### src/rtl/chain_node_pkg.sv
package chain_node_pkg;
  localparam int unsigned REG_ADDR_IDX = 0;
  localparam int unsigned REG_CTRL_IDX = 1;
  localparam int unsigned CTRL_OE_BIT  = 0;
endpackage

### src/rtl/chain_node_rst.sv
module chain_node_rst #(
  parameter bit BIDIR = 1'b0
) (
  input  logic seg_l_i,
  input  logic seg_r_i,
  output logic chain_rst_o
);
  if (BIDIR) begin : g_bidir
    // weak pulls hold both lines high; either neighbour releasing frees us
    assign chain_rst_o = seg_l_i & seg_r_i;
  end else begin : g_uni
    logic unused_r;
    assign unused_r    = seg_r_i;
    assign chain_rst_o = seg_l_i;
  end
endmodule

### src/rtl/chain_node_regs.sv
module chain_node_regs
  import chain_node_pkg::*;
#(
  parameter int unsigned ADDR_W       = 8,
  parameter int unsigned DATA_W       = 8,
  parameter int unsigned IDX_W        = 2,
  parameter logic [ADDR_W-1:0] DEFAULT_ADDR = '1
) (
  input  logic              clk_i,
  input  logic              rst_ni,
  input  logic              chain_rst_i,
  input  logic              req_valid_i,
  input  logic [ADDR_W-1:0] req_addr_i,
  input  logic [IDX_W-1:0]  req_idx_i,
  input  logic              req_we_i,
  input  logic [DATA_W-1:0] req_wdata_i,
  output logic [ADDR_W-1:0] node_addr_o,
  output logic              oe_o,
  output logic              rsp_valid_o,
  output logic [DATA_W-1:0] rsp_rdata_o
);
  localparam logic [IDX_W-1:0] IDX_ADDR = IDX_W'(REG_ADDR_IDX);
  localparam logic [IDX_W-1:0] IDX_CTRL = IDX_W'(REG_CTRL_IDX);

  logic [ADDR_W-1:0] node_addr_q;
  logic              oe_q;
  logic              rsp_valid_q;
  logic [DATA_W-1:0] rsp_rdata_q;
  logic              hit;
  logic [DATA_W-1:0] rd_val;

  assign hit = req_valid_i && (req_addr_i == node_addr_q);

  always_comb begin
    rd_val = '0;
    case (req_idx_i)
      IDX_ADDR: rd_val = DATA_W'(node_addr_q);
      IDX_CTRL: rd_val[CTRL_OE_BIT] = oe_q;
      default:  rd_val = '0;
    endcase
  end

  always_ff @(posedge clk_i or negedge rst_ni) begin
    if (!rst_ni) begin
      node_addr_q <= DEFAULT_ADDR;
      oe_q        <= 1'b0;
      rsp_valid_q <= 1'b0;
      rsp_rdata_q <= '0;
    end else if (chain_rst_i) begin
      node_addr_q <= DEFAULT_ADDR;
      oe_q        <= 1'b0;
      rsp_valid_q <= 1'b0;
      rsp_rdata_q <= '0;
    end else begin
      rsp_valid_q <= hit;
      rsp_rdata_q <= '0;
      if (hit) begin
        if (req_we_i) begin
          if (req_idx_i == IDX_ADDR) node_addr_q <= req_wdata_i[ADDR_W-1:0];
          if (req_idx_i == IDX_CTRL) oe_q <= req_wdata_i[CTRL_OE_BIT];
        end else begin
          rsp_rdata_q <= rd_val;
        end
      end
    end
  end

  assign node_addr_o = node_addr_q;
  assign oe_o        = oe_q;
  assign rsp_valid_o = rsp_valid_q;
  assign rsp_rdata_o = rsp_rdata_q;

  AST_RST_DEFAULT: assert property (@(posedge clk_i) disable iff (!rst_ni)
    chain_rst_i |=> (node_addr_q == DEFAULT_ADDR && !oe_q && !rsp_valid_q));
  AST_MISS_HOLD: assert property (@(posedge clk_i) disable iff (!rst_ni)
    (req_valid_i && !chain_rst_i && req_addr_i != node_addr_q)
      |=> (!rsp_valid_q && $stable(node_addr_q) && $stable(oe_q)));
  AST_HIT_RSP: assert property (@(posedge clk_i) disable iff (!rst_ni)
    (req_valid_i && !chain_rst_i && req_addr_i == node_addr_q) |=> rsp_valid_q);
  AST_ADDR_LOAD: assert property (@(posedge clk_i) disable iff (!rst_ni)
    (req_valid_i && !chain_rst_i && req_addr_i == node_addr_q && req_we_i
      && req_idx_i == IDX_ADDR)
      |=> node_addr_q == $past(req_wdata_i[ADDR_W-1:0]));
endmodule

### src/rtl/chain_node_drive.sv
module chain_node_drive #(
  parameter bit          BIDIR  = 1'b0,
  parameter int unsigned ADDR_W = 8
) (
  input  logic              clk_i,
  input  logic              rst_ni,
  input  logic              oe_i,
  input  logic [ADDR_W-1:0] node_addr_i,
  output logic              drv_l_o,
  output logic              drv_r_o
);
  if (BIDIR) begin : g_bidir
    // odd address releases the right line, even the left
    assign drv_r_o = oe_i &  node_addr_i[0];
    assign drv_l_o = oe_i & ~node_addr_i[0];
  end else begin : g_uni
    logic [ADDR_W-1:0] unused_addr;
    assign unused_addr = node_addr_i;
    assign drv_r_o = oe_i;
    assign drv_l_o = 1'b0;
    AST_UNI_LEFT_IDLE: assert property (@(posedge clk_i) disable iff (!rst_ni)
      !drv_l_o);
  end
endmodule

### src/rtl/chain_node.sv
module chain_node #(
  parameter int unsigned ADDR_W       = 8,
  parameter int unsigned DATA_W       = 8,
  parameter int unsigned IDX_W        = 2,
  parameter logic [ADDR_W-1:0] DEFAULT_ADDR = '1,
  parameter bit          BIDIR        = 1'b0
) (
  input  logic              clk_i,
  input  logic              rst_ni,
  input  logic              seg_l_i,
  input  logic              seg_r_i,
  input  logic              req_valid_i,
  input  logic [ADDR_W-1:0] req_addr_i,
  input  logic [IDX_W-1:0]  req_idx_i,
  input  logic              req_we_i,
  input  logic [DATA_W-1:0] req_wdata_i,
  output logic              rsp_valid_o,
  output logic [DATA_W-1:0] rsp_rdata_o,
  output logic              drv_l_o,
  output logic              drv_r_o
);
  logic              chain_rst;
  logic [ADDR_W-1:0] node_addr;
  logic              oe;

  chain_node_rst #(.BIDIR(BIDIR)) u_rst (
    .seg_l_i    (seg_l_i),
    .seg_r_i    (seg_r_i),
    .chain_rst_o(chain_rst)
  );

  chain_node_regs #(
    .ADDR_W(ADDR_W), .DATA_W(DATA_W), .IDX_W(IDX_W), .DEFAULT_ADDR(DEFAULT_ADDR)
  ) u_regs (
    .clk_i      (clk_i),
    .rst_ni     (rst_ni),
    .chain_rst_i(chain_rst),
    .req_valid_i(req_valid_i),
    .req_addr_i (req_addr_i),
    .req_idx_i  (req_idx_i),
    .req_we_i   (req_we_i),
    .req_wdata_i(req_wdata_i),
    .node_addr_o(node_addr),
    .oe_o       (oe),
    .rsp_valid_o(rsp_valid_o),
    .rsp_rdata_o(rsp_rdata_o)
  );

  chain_node_drive #(.BIDIR(BIDIR), .ADDR_W(ADDR_W)) u_drive (
    .clk_i      (clk_i),
    .rst_ni     (rst_ni),
    .oe_i       (oe),
    .node_addr_i(node_addr),
    .drv_l_o    (drv_l_o),
    .drv_r_o    (drv_r_o)
  );

  AST_DRIVE_NEEDS_OE: assert property (@(posedge clk_i) disable iff (!rst_ni)
    !oe |-> !(drv_l_o || drv_r_o));
  AST_ONE_SIDE: assert property (@(posedge clk_i) disable iff (!rst_ni)
    $onehot0({drv_l_o, drv_r_o}));
  AST_RST_RELEASES_NONE: assert property (@(posedge clk_i) disable iff (!rst_ni)
    chain_rst |=> !(drv_l_o || drv_r_o));
endmodule

### config.mk
export PLATFORM = sky130hd
export DESIGN_NAME = chain_node
export DESIGN_NICKNAME = d
export VERILOG_FILES = /design/src/rtl/chain_node_pkg.sv /design/src/rtl/chain_node_rst.sv /design/src/rtl/chain_node_regs.sv /design/src/rtl/chain_node_drive.sv /design/src/rtl/chain_node.sv
export SDC_FILE = /design/constraint.sdc
export NUM_CORES = 1
export LEC_CHECK = 0
export BUFFER_PORTS_ARGS = -buffer_cell sky130_fd_sc_hd__buf_2
export CORE_UTILIZATION = 30
export DETAILED_ROUTE_END_ITERATION = 8
export GPL_TIMING_DRIVEN = 0
export PLACE_DENSITY_LB_ADDON = 0.05
export SKIP_LAST_GASP = 1
export SLEW_MARGIN = 10
export SYNTH_ARGS = -nofsm -noshare
export SYNTH_HDL_FRONTEND = slang
export SYNTH_SLANG_ARGS = --single-unit
### constraint.sdc
create_clock -name clk_i -period 2.3 [get_ports clk_i]
set_clock_uncertainty 0.15 [all_clocks]
set_input_delay 0.345 -clock clk_i [delete_from_list [all_inputs] [get_ports clk_i]]
set_output_delay 0.345 -clock clk_i [all_outputs]
set_load 0.01 [all_outputs]
; Word level (Yosys, flattened, before mapping)
; Cells that the tools add are included.
[op_classes]
n_eq_ne = 2
mux = 14
reduce_logical = 8
[ops]
columns = cell, n
row1 = 8-bit 2-to-1 mux, 7
row2 = 8-bit equality test, 1
row3 = 2-bit nonzero test, 4
row4 = 7-bit 2-to-1 mux, 1
row5 = 3-bit AND reduction, 2
row6 = 1-bit 2-to-1 mux, 5
row7 = 2-bit by 1-bit equality test with 1-bit output (second input constant), 1
row8 = 2-bit logical NOT, 1
row9 = 1-bit case mux with 2 select lines, 1
row10 = 1-bit logical AND, 1
[word_totals]
register_bits = 18
input_bits = 24
output_inout_bits = 11
word_cells = 28

; Longest topological paths before layout
; Gate-level depths: netlist of run 1.
[logic_depth]
word_depth = 5
mapped_depth = 5
ltp_nobuf = 5

; Modules after synthesis
; Synthesis of run 1 repeated with hierarchy kept, for this count alone.
[unflattened]
cells_unflattened = 87
hier_area_um2 = 967.2
[by_module_without_submodules]
columns = module, n_inst, cells_each, area_per_inst_um2, seq_area_each_um2
row1 = chain_node_regs, 1, 83, 940.9, 460.4
row2 = chain_node_drive, 1, 3, 18.8, 0.0
row3 = chain_node_rst, 1, 1, 7.5, 0.0

; Worst setup path before layout of run 1
; Ideal clock, no wire load.
[synth_timing]
path_type = register to register
start = register u_regs.node_addr_q[6], in the netlist u_regs.node_addr_o[6]
end = register u_regs.node_addr_q[0], in the netlist u_regs.node_addr_o[0]
setup_ns = 0.075
t_arrival_ns = 1.878
required_time_ns = 2.075
setup_slack_ns = 0.197
path_stages_with_launch = 6
n_path_buf = 0
period_less_slack_ns = 2.103
cell_sequence = dfstp_2 xnor2_1 nand3_1 or3_4 nor4_4 mux2i_1
[synth_via]
elab_chain_len = 4
[synth_rtl]
columns = element, line_no
row1 = from (decl), chain_node_regs.sv:25  ; logic [ADDR_W-1:0] node_addr_q;
row2 = from (signal assigned), chain_node_regs.sv:59  ; if (req_idx_i == IDX_ADDR) node_addr_q <= req_wdata_i[ADDR_W-1:0];
row3 = 8-bit equality test, chain_node_regs.sv:32  ; assign hit = req_valid_i && (req_addr_i == node_addr_q);
row4 = 1-bit logical AND, chain_node_regs.sv:32
row5 = 2-bit nonzero test (no line), n/a
row6 = 3-bit AND reduction (no line), n/a
; Every way passes these cells.
; A chain may end at the register's enable or synchronous reset.

; Final worst setup path of run 1
[layout_timing]
start = register u_regs.node_addr_q[7], in the netlist u_regs.node_addr_o[7]
end = register u_regs.rsp_rdata_q[6], in the netlist u_regs.rsp_rdata_o[6]
[layout_via]
elab_chain_len = 4
[layout_rtl]
columns = element, line_no
row1 = 8-bit equality test, chain_node_regs.sv:32
row2 = 1-bit logical AND, chain_node_regs.sv:32
row3 = 8-bit 2-to-1 mux, chain_node_regs.sv:57  ; if (hit) begin
row4 = 8-bit 2-to-1 mux, chain_node_regs.sv:49  ; end else if (chain_rst_i) begin
row5 = to (signal assigned), chain_node_regs.sv:62  ; rsp_rdata_q <= rd_val;
row6 = to (decl), chain_node_regs.sv:28  ; logic [DATA_W-1:0] rsp_rdata_q;
; Every way passes these cells.

==> results of run 1 <==
-- final timing paths --
path / end / slack, ns / cells past startpoint
worst max-delay path: u_regs.rsp_rdata_o[6] / 0.23 / 5
worst min-delay path: u_regs.rsp_rdata_o[0] / 0.08 / 2
worst max register to register: u_regs.rsp_rdata_o[6] / 0.23 / 5
worst min register to register: u_regs.rsp_rdata_o[1] / 0.39 / 1
max in group asynchronous: u_regs.node_addr_o[1] / 1.33 / 2
min in group asynchronous: u_regs.rsp_rdata_o[2] / 0.35 / 2
-- per-layer routing --
metal  wire length [um]  global-route usage
met5                  0                   0
met4                 19              0.0643
met3                 83              0.0302
met2                756               0.188
met1                810               0.180
-- repair_timing --
item	CTS	global route
setup buffers	1	0
gates resized for setup	1	0
setup endpoints to repair	14	1
endpoints found under the hold margin	10	0
pin swaps	1	1
hold buffers	1	0
-- synth_stat cells --
library cell | number | area [um2]
nor2_1 | 18 | 67.6
dfrtp_1 | 10 | 250
mux2i_1 | 10 | 100
dfstp_2 | 8 | 210
and2_1 | 6 | 37.5
inv_1 | 4 | 15.0
xnor2_1 | 3 | 26.3
clkbuf_1 | 2 | 7.51
nand2_1 | 2 | 7.51
nand2b_1 | 2 | 12.5
nor4_1 | 2 | 12.5
xor2_1 | 2 | 17.5
a222oi_1 | 1 | 10.0
and2_2 | 1 | 7.51
buf_4 | 1 | 7.51
conb_1 | 1 | 3.75
nand3_1 | 1 | 5.00
nand3b_1 | 1 | 7.51
nor4_4 | 1 | 21.3
nor4b_1 | 1 | 8.76
o21ai_0 | 1 | 5.00
o22ai_1 | 1 | 6.26
or2_2 | 1 | 6.26
or3_4 | 1 | 11.3
-- power by group --
group          internal (uW)  leakage (uW)  total [uW]  switching, uW
clock network           96.4     0.0000210         198            101
registers                317      0.000224         317         0.0354
logic                   25.1      0.000292        53.4           28.3
total                    439      0.000537         568            130
-- registers in the layout, summed over array words and instances (netlist names) --
register and cells:
u_regs.oe_o 1, u_regs.rsp_rdata_o 8, u_regs.node_addr_o 8, u_regs.rsp_valid_o 1
-- metrics by stage --
stage                     setup slack (ns)  setup TNS (ns)  hold WS, ns  total power [uW]  utilization
final                                0.231               0       0.0778               568        0.414
after global routing                0.0175               0       0.0589               606        0.414
after CTS                            0.155               0       0.0742               579        0.414
after detailed placement           -0.0408          -0.265        0.148               376        0.387
after global placement             -0.0127         -0.0904        0.147               375        0.387
after floorplan                      0.197               0       -0.101               346            -
-- cell families after synthesis --
family,Yosys count,share of synthesized area
muxes,10,0.116
other,1,0.00434
DFF,18,0.533
xor gates and xnor gates,5,0.0507
and+or+nand+nor,37,0.237
buffers and inverters,7,0.0347
AOI/OAI and AO/OA,3,0.0246
-- cell type report --
type,instances,area (um2)
inverter,4,15.0
fill,288,1600
multi-input combinational,56,380
clock buffer,4,36.3
buffer,3,15.0
sequential,18,460
timing repair buffer,33,185
tap,31,38.8
==> reports/summary.txt, run 1 <==
#FFs+latches synth = 18
Worst path required time = 2.39 ns
Placer Congestion = 0.694
CP Capture Type = register
Num CTS Buffers = 3
Clk pin slew, worst setup/hold paths = 0.11 ns
Max Cap Viol = 0
Initial Util = 0.316
All-Layer GR Usage = 0.129
Fin cells = 149
Yosys warnings = 0
Top Ports = 35
Layout cell share with drive strength beyond 1 = 0.424
VDD IR-drop max = 0.000211 V
IO buf count = 31
DRC = 0
H-tree levels = 1
First-pass GRT wire length = 3060 um
Core Footprint = 2730 um2
CTS tree = built
Final Max Slew Viols = 0
Mapped cell area = 865 um2
Most common cell after layout, fill and taps aside = buf_2
RSZ-0062 raised after global routing = false
Clk_lat worst skew = 0.29 ns
Nets = 143
Final period util = 0.900
Post-Route WL = 1670 um
Synth-to-layout area growth = 30.8%
Via density = 4.34
Inserted Diodes = 0
Rows = 19
GRT overflow = 0
Status = finished, final reports clean
Clock period minus worst slack = 2.07 ns
Crit path launch = u_regs.node_addr_o[7]
Dpl cells = 143
Sequential element share of the synthesized area = 0.533
Power per Cell Area = 502 nW/um2
Worst-path cell chain = xnor2_1, nand3_1, or3_4, nor4_2, and2_2
Final setup viols = 0
Initial antenna violation count = 0
Worst hold start = req_idx_i[1]
Post-DR wirelength/cell = 11.2 um
Vias = 647
Most frequent cells in the layout = buf_2 (31), nor2_1 (18), mux2i_1 (10), dfrtp_1 (10), dfstp_2 (8)
Pin count of the biggest net entering global routing = 19
Syn Inst Count = 81
Vias in the first global route = 626
Number of DRC markers in iteration 0 = 11
Worst Setup Start Kind = register
Die Y = 55.7 um
HP Class = input pin to register
Worst path slowest cell = dfstp_2
Placed Area = 1060 um2
Worst-path maximum fanout = 7
Fin. Hold Viols = 0
Post-synth net total = 105
Cell area after layout = 1130 um2
Yosys cell types = 24
Fmax = 483 MHz
ANT nets after route = 0
Die area = 3100 um2
P_leak = 0.000537 uW
CP Class = register to register
Crit Reg-Reg Startpoint = u_regs.node_addr_o[7]
Longest Clk Path Bufs = 2
CTS Sinks = 18
Die width = 55.7 um
CP peak stage delay = 0.57 ns
Syn avg cell area = 10.7 um2
Critical path arrival = 2.16 ns
CP bufs+invs = 0
Crit-path leading delay family = simple AND/OR/NAND/NOR gates
Root buffer cell = clkbuf_4
TritonRoute pass-1 iters = 4
(Power assumes the default switching activity.)
==> run 2, diff against run 1 <==
Clock period 2.3 ns to 2.5 ns, I/O delays scaled along.
==> run 2 against run 1 <==
Non-clock buffer count stayed put. Hold slack better by 0.032 ns. Combinational power is 7.7% lower. Maximum frequency is 2.4% lower.
==> reports/summary.txt, run 2 (synthesis gave the netlist of run 1 again) <==
Status = finished, final reports clean (unchanged)
Power per Cell Area = 461 nW/um2 (was 502 nW/um2)
Max Cap Viol = 0 (unchanged)
Clk_lat worst skew = 0.29 ns (about the same)
Most common cell after layout, fill and taps aside = buf_2 (unchanged)
Worst reg-to-reg path cell count = 6 (was 5)
Reg-to-reg endpoint = u_regs.node_addr_o[1] (was u_regs.rsp_rdata_o[6])
Clock period minus worst slack = 2.12 ns (was 2.07 ns)
Layout cell share with drive strength beyond 1 = 0.424 (unchanged)
ANT nets after route = 0 (unchanged)
Final period util = 0.848 (was 0.900)
Critical path arrival = 2.19 ns (was 2.16 ns)
RSZ-0062 raised after global routing = false (unchanged)
Final setup viols = 0 (unchanged)
Initial antenna violation count = 0 (unchanged)
Die Y = 55.7 um (unchanged)
DR WL met2 = 762 um (was 756 um)
Die width = 55.7 um (unchanged)
Fin. Hold Viols = 0 (unchanged)
Worst path slowest cell = dfstp_2 (unchanged)
Crit-path leading delay family = simple AND/OR/NAND/NOR gates (unchanged)
VDD IR-drop max = 0.000256 V (was 0.000211 V)
P_leak = 0.000537 uW (about the same)
Via density = 4.34 (unchanged)
CP Class = register to register (unchanged)
Pin count of the biggest net entering global routing = 19 (unchanged)
Crit path launch = u_regs.node_addr_o[7] (unchanged)
Die area = 3100 um2 (unchanged)
Worst Setup Start Kind = register (unchanged)
HP Class = input pin to register (unchanged)
CP bufs+invs = 1 (was 0)
IO buf count = 31 (unchanged)
Synth-to-layout area growth = 30.8% (unchanged)
Worst path required time = 2.57 ns (was 2.39 ns)
Setup TNS = 0 ns (unchanged)
All-Layer GR Usage = 0.126 (was 0.129)
Nets = 143 (unchanged)
Rows = 19 (unchanged)
Worst-path cell chain = xnor2_1, nand3_1, or3_4, nor4_4, buf_12, mux2i_1 (was xnor2_1, nand3_1, or3_4, nor4_2, and2_2)
Post-Route Utilization = 0.414 (unchanged)
Post-DR wirelength/cell = 11.2 um (about the same)
WHS Endpoint = u_regs.rsp_rdata_o[0] (unchanged)
Vias = 647 (unchanged)
Num CTS Buffers = 3 (unchanged)
TritonRoute pass-1 iters = 4 (unchanged)
Top Ports = 35 (unchanged)
CP peak stage delay = 0.57 ns (about the same)
Worst hold start = req_idx_i[1] (unchanged)
CTS tree = built (unchanged)
Worst-path maximum fanout = 8 (was 7)
Reg2Reg Setup Slack = 0.38 ns (was 0.23 ns)
DRC = 0 (unchanged)
CP Capture Type = register (unchanged)
Crit Reg-Reg Startpoint = u_regs.node_addr_o[7] (unchanged)
First-pass GRT wire length = 2960 um (was 3060 um)
Vias in the first global route = 612 (was 626)
Clk pin slew, worst setup/hold paths = 0.11 ns (about the same)
Most frequent cells in the layout = buf_2 (31), nor2_1 (18), mux2i_1 (10), dfrtp_1 (10), dfstp_2 (8) (unchanged)
Fmax = 472 MHz (was 483 MHz)
Hold depth = 2 (unchanged)
Number of DRC markers in iteration 0 = 10 (was 11)
Post-Route WL = 1670 um (about the same)
Core Footprint = 2730 um2 (unchanged)
Top sig layer = met4 (unchanged)
Root buffer cell = clkbuf_4 (unchanged)
GRT overflow = 0 (unchanged)
H-tree levels = 1 (unchanged)
Placer Congestion = 0.694 (unchanged)
Final Max Slew Viols = 0 (unchanged)
Met1 WL = 807 um (was 810 um)
Initial Util = 0.316 (unchanged)
Inserted Diodes = 0 (unchanged)
CTS Sinks = 18 (unchanged)
Longest Clk Path Bufs = 2 (unchanged)
Met3 Wirelength = 83 um (unchanged)
Fillers = 286 (was 288)
-- run 2: cell counts in the layout (fill, tap and decap cells not counted) --
No cell type changed its count.
-- run 2: what timing repair did --
item / in CTS / in global routing
hold endpoints to repair: 10 / 0
resized for setup: 0 / 1
hold buffers: 1 / 0
setup endpoints to repair: 0 / 8
setup buffers: 0 / 1
-- run 2: layout make-up --
cell class              instances  area, um2  share of cell area
inverters                       4       15.0              0.0133
clock buffers                   4       36.3              0.0321
plain buffers                   3       15.0              0.0133
multi-input cells              56        380               0.336
well taps                      31       38.8              0.0343
repair buffers                 33        185               0.164
flip-flops and latches         18        460               0.407
-- run 2: worst reg2reg max path, stage by stage, from the launching register on --
cell,delay [ns]
dfstp_2,0.57
xnor2_1,0.11
nand3_1,0.10
or3_4,0.43
nor4_4,0.33
buf_12,0.17
mux2i_1,0.19
-- run 2: power by group --
group          internal, uW  switching, uW  total (uW)  leakage [uW]
Clock                  88.6           92.0         181     0.0000210
Combinational          23.2           26.1        49.3      0.000292
Sequential              292         0.0326         292      0.000224
Total                   404            118         522      0.000537
-- run 2: worst max path at each step --
stage                     cells after the start                    end  slack, ns
final                                         6  u_regs.node_addr_o[1]       0.38
after global routing                          5  u_regs.rsp_rdata_o[6]       0.22
after CTS                                     5  u_regs.node_addr_o[0]       0.15
after detailed placement                      5  u_regs.node_addr_o[0]       0.16
after global placement                        5  u_regs.node_addr_o[3]       0.19
after floorplan                               5  u_regs.node_addr_o[0]       0.40
-- run 2: stage by stage --
step | std cells | worst slack [ns] | hold slack, ns | instance area [um2] | total power, uW
after detailed placement | 143 | 0.159 | 0.178 | 1060 | 346
after global routing | 149 | 0.217 | 0.0885 | 1130 | 558
after floorplan | 81 | 0.397 | -0.0706 | 865 | 318
final | 149 | 0.380 | 0.110 | 1130 | 522
after CTS | 148 | 0.147 | 0.104 | 1100 | 532
after global placement | 143 | 0.187 | 0.177 | 1060 | 345
-- run 2: metal layers --
| layer | global-route usage | up-vias |
|---|---|---|
| met4 | 0.0643 | 0 |
| met1 | 0.177 | 284 |
| met3 | 0.0302 | 2 |
| met5 | 0 | - |
| met2 | 0.179 | 20 |
| li1 | - | 341 |
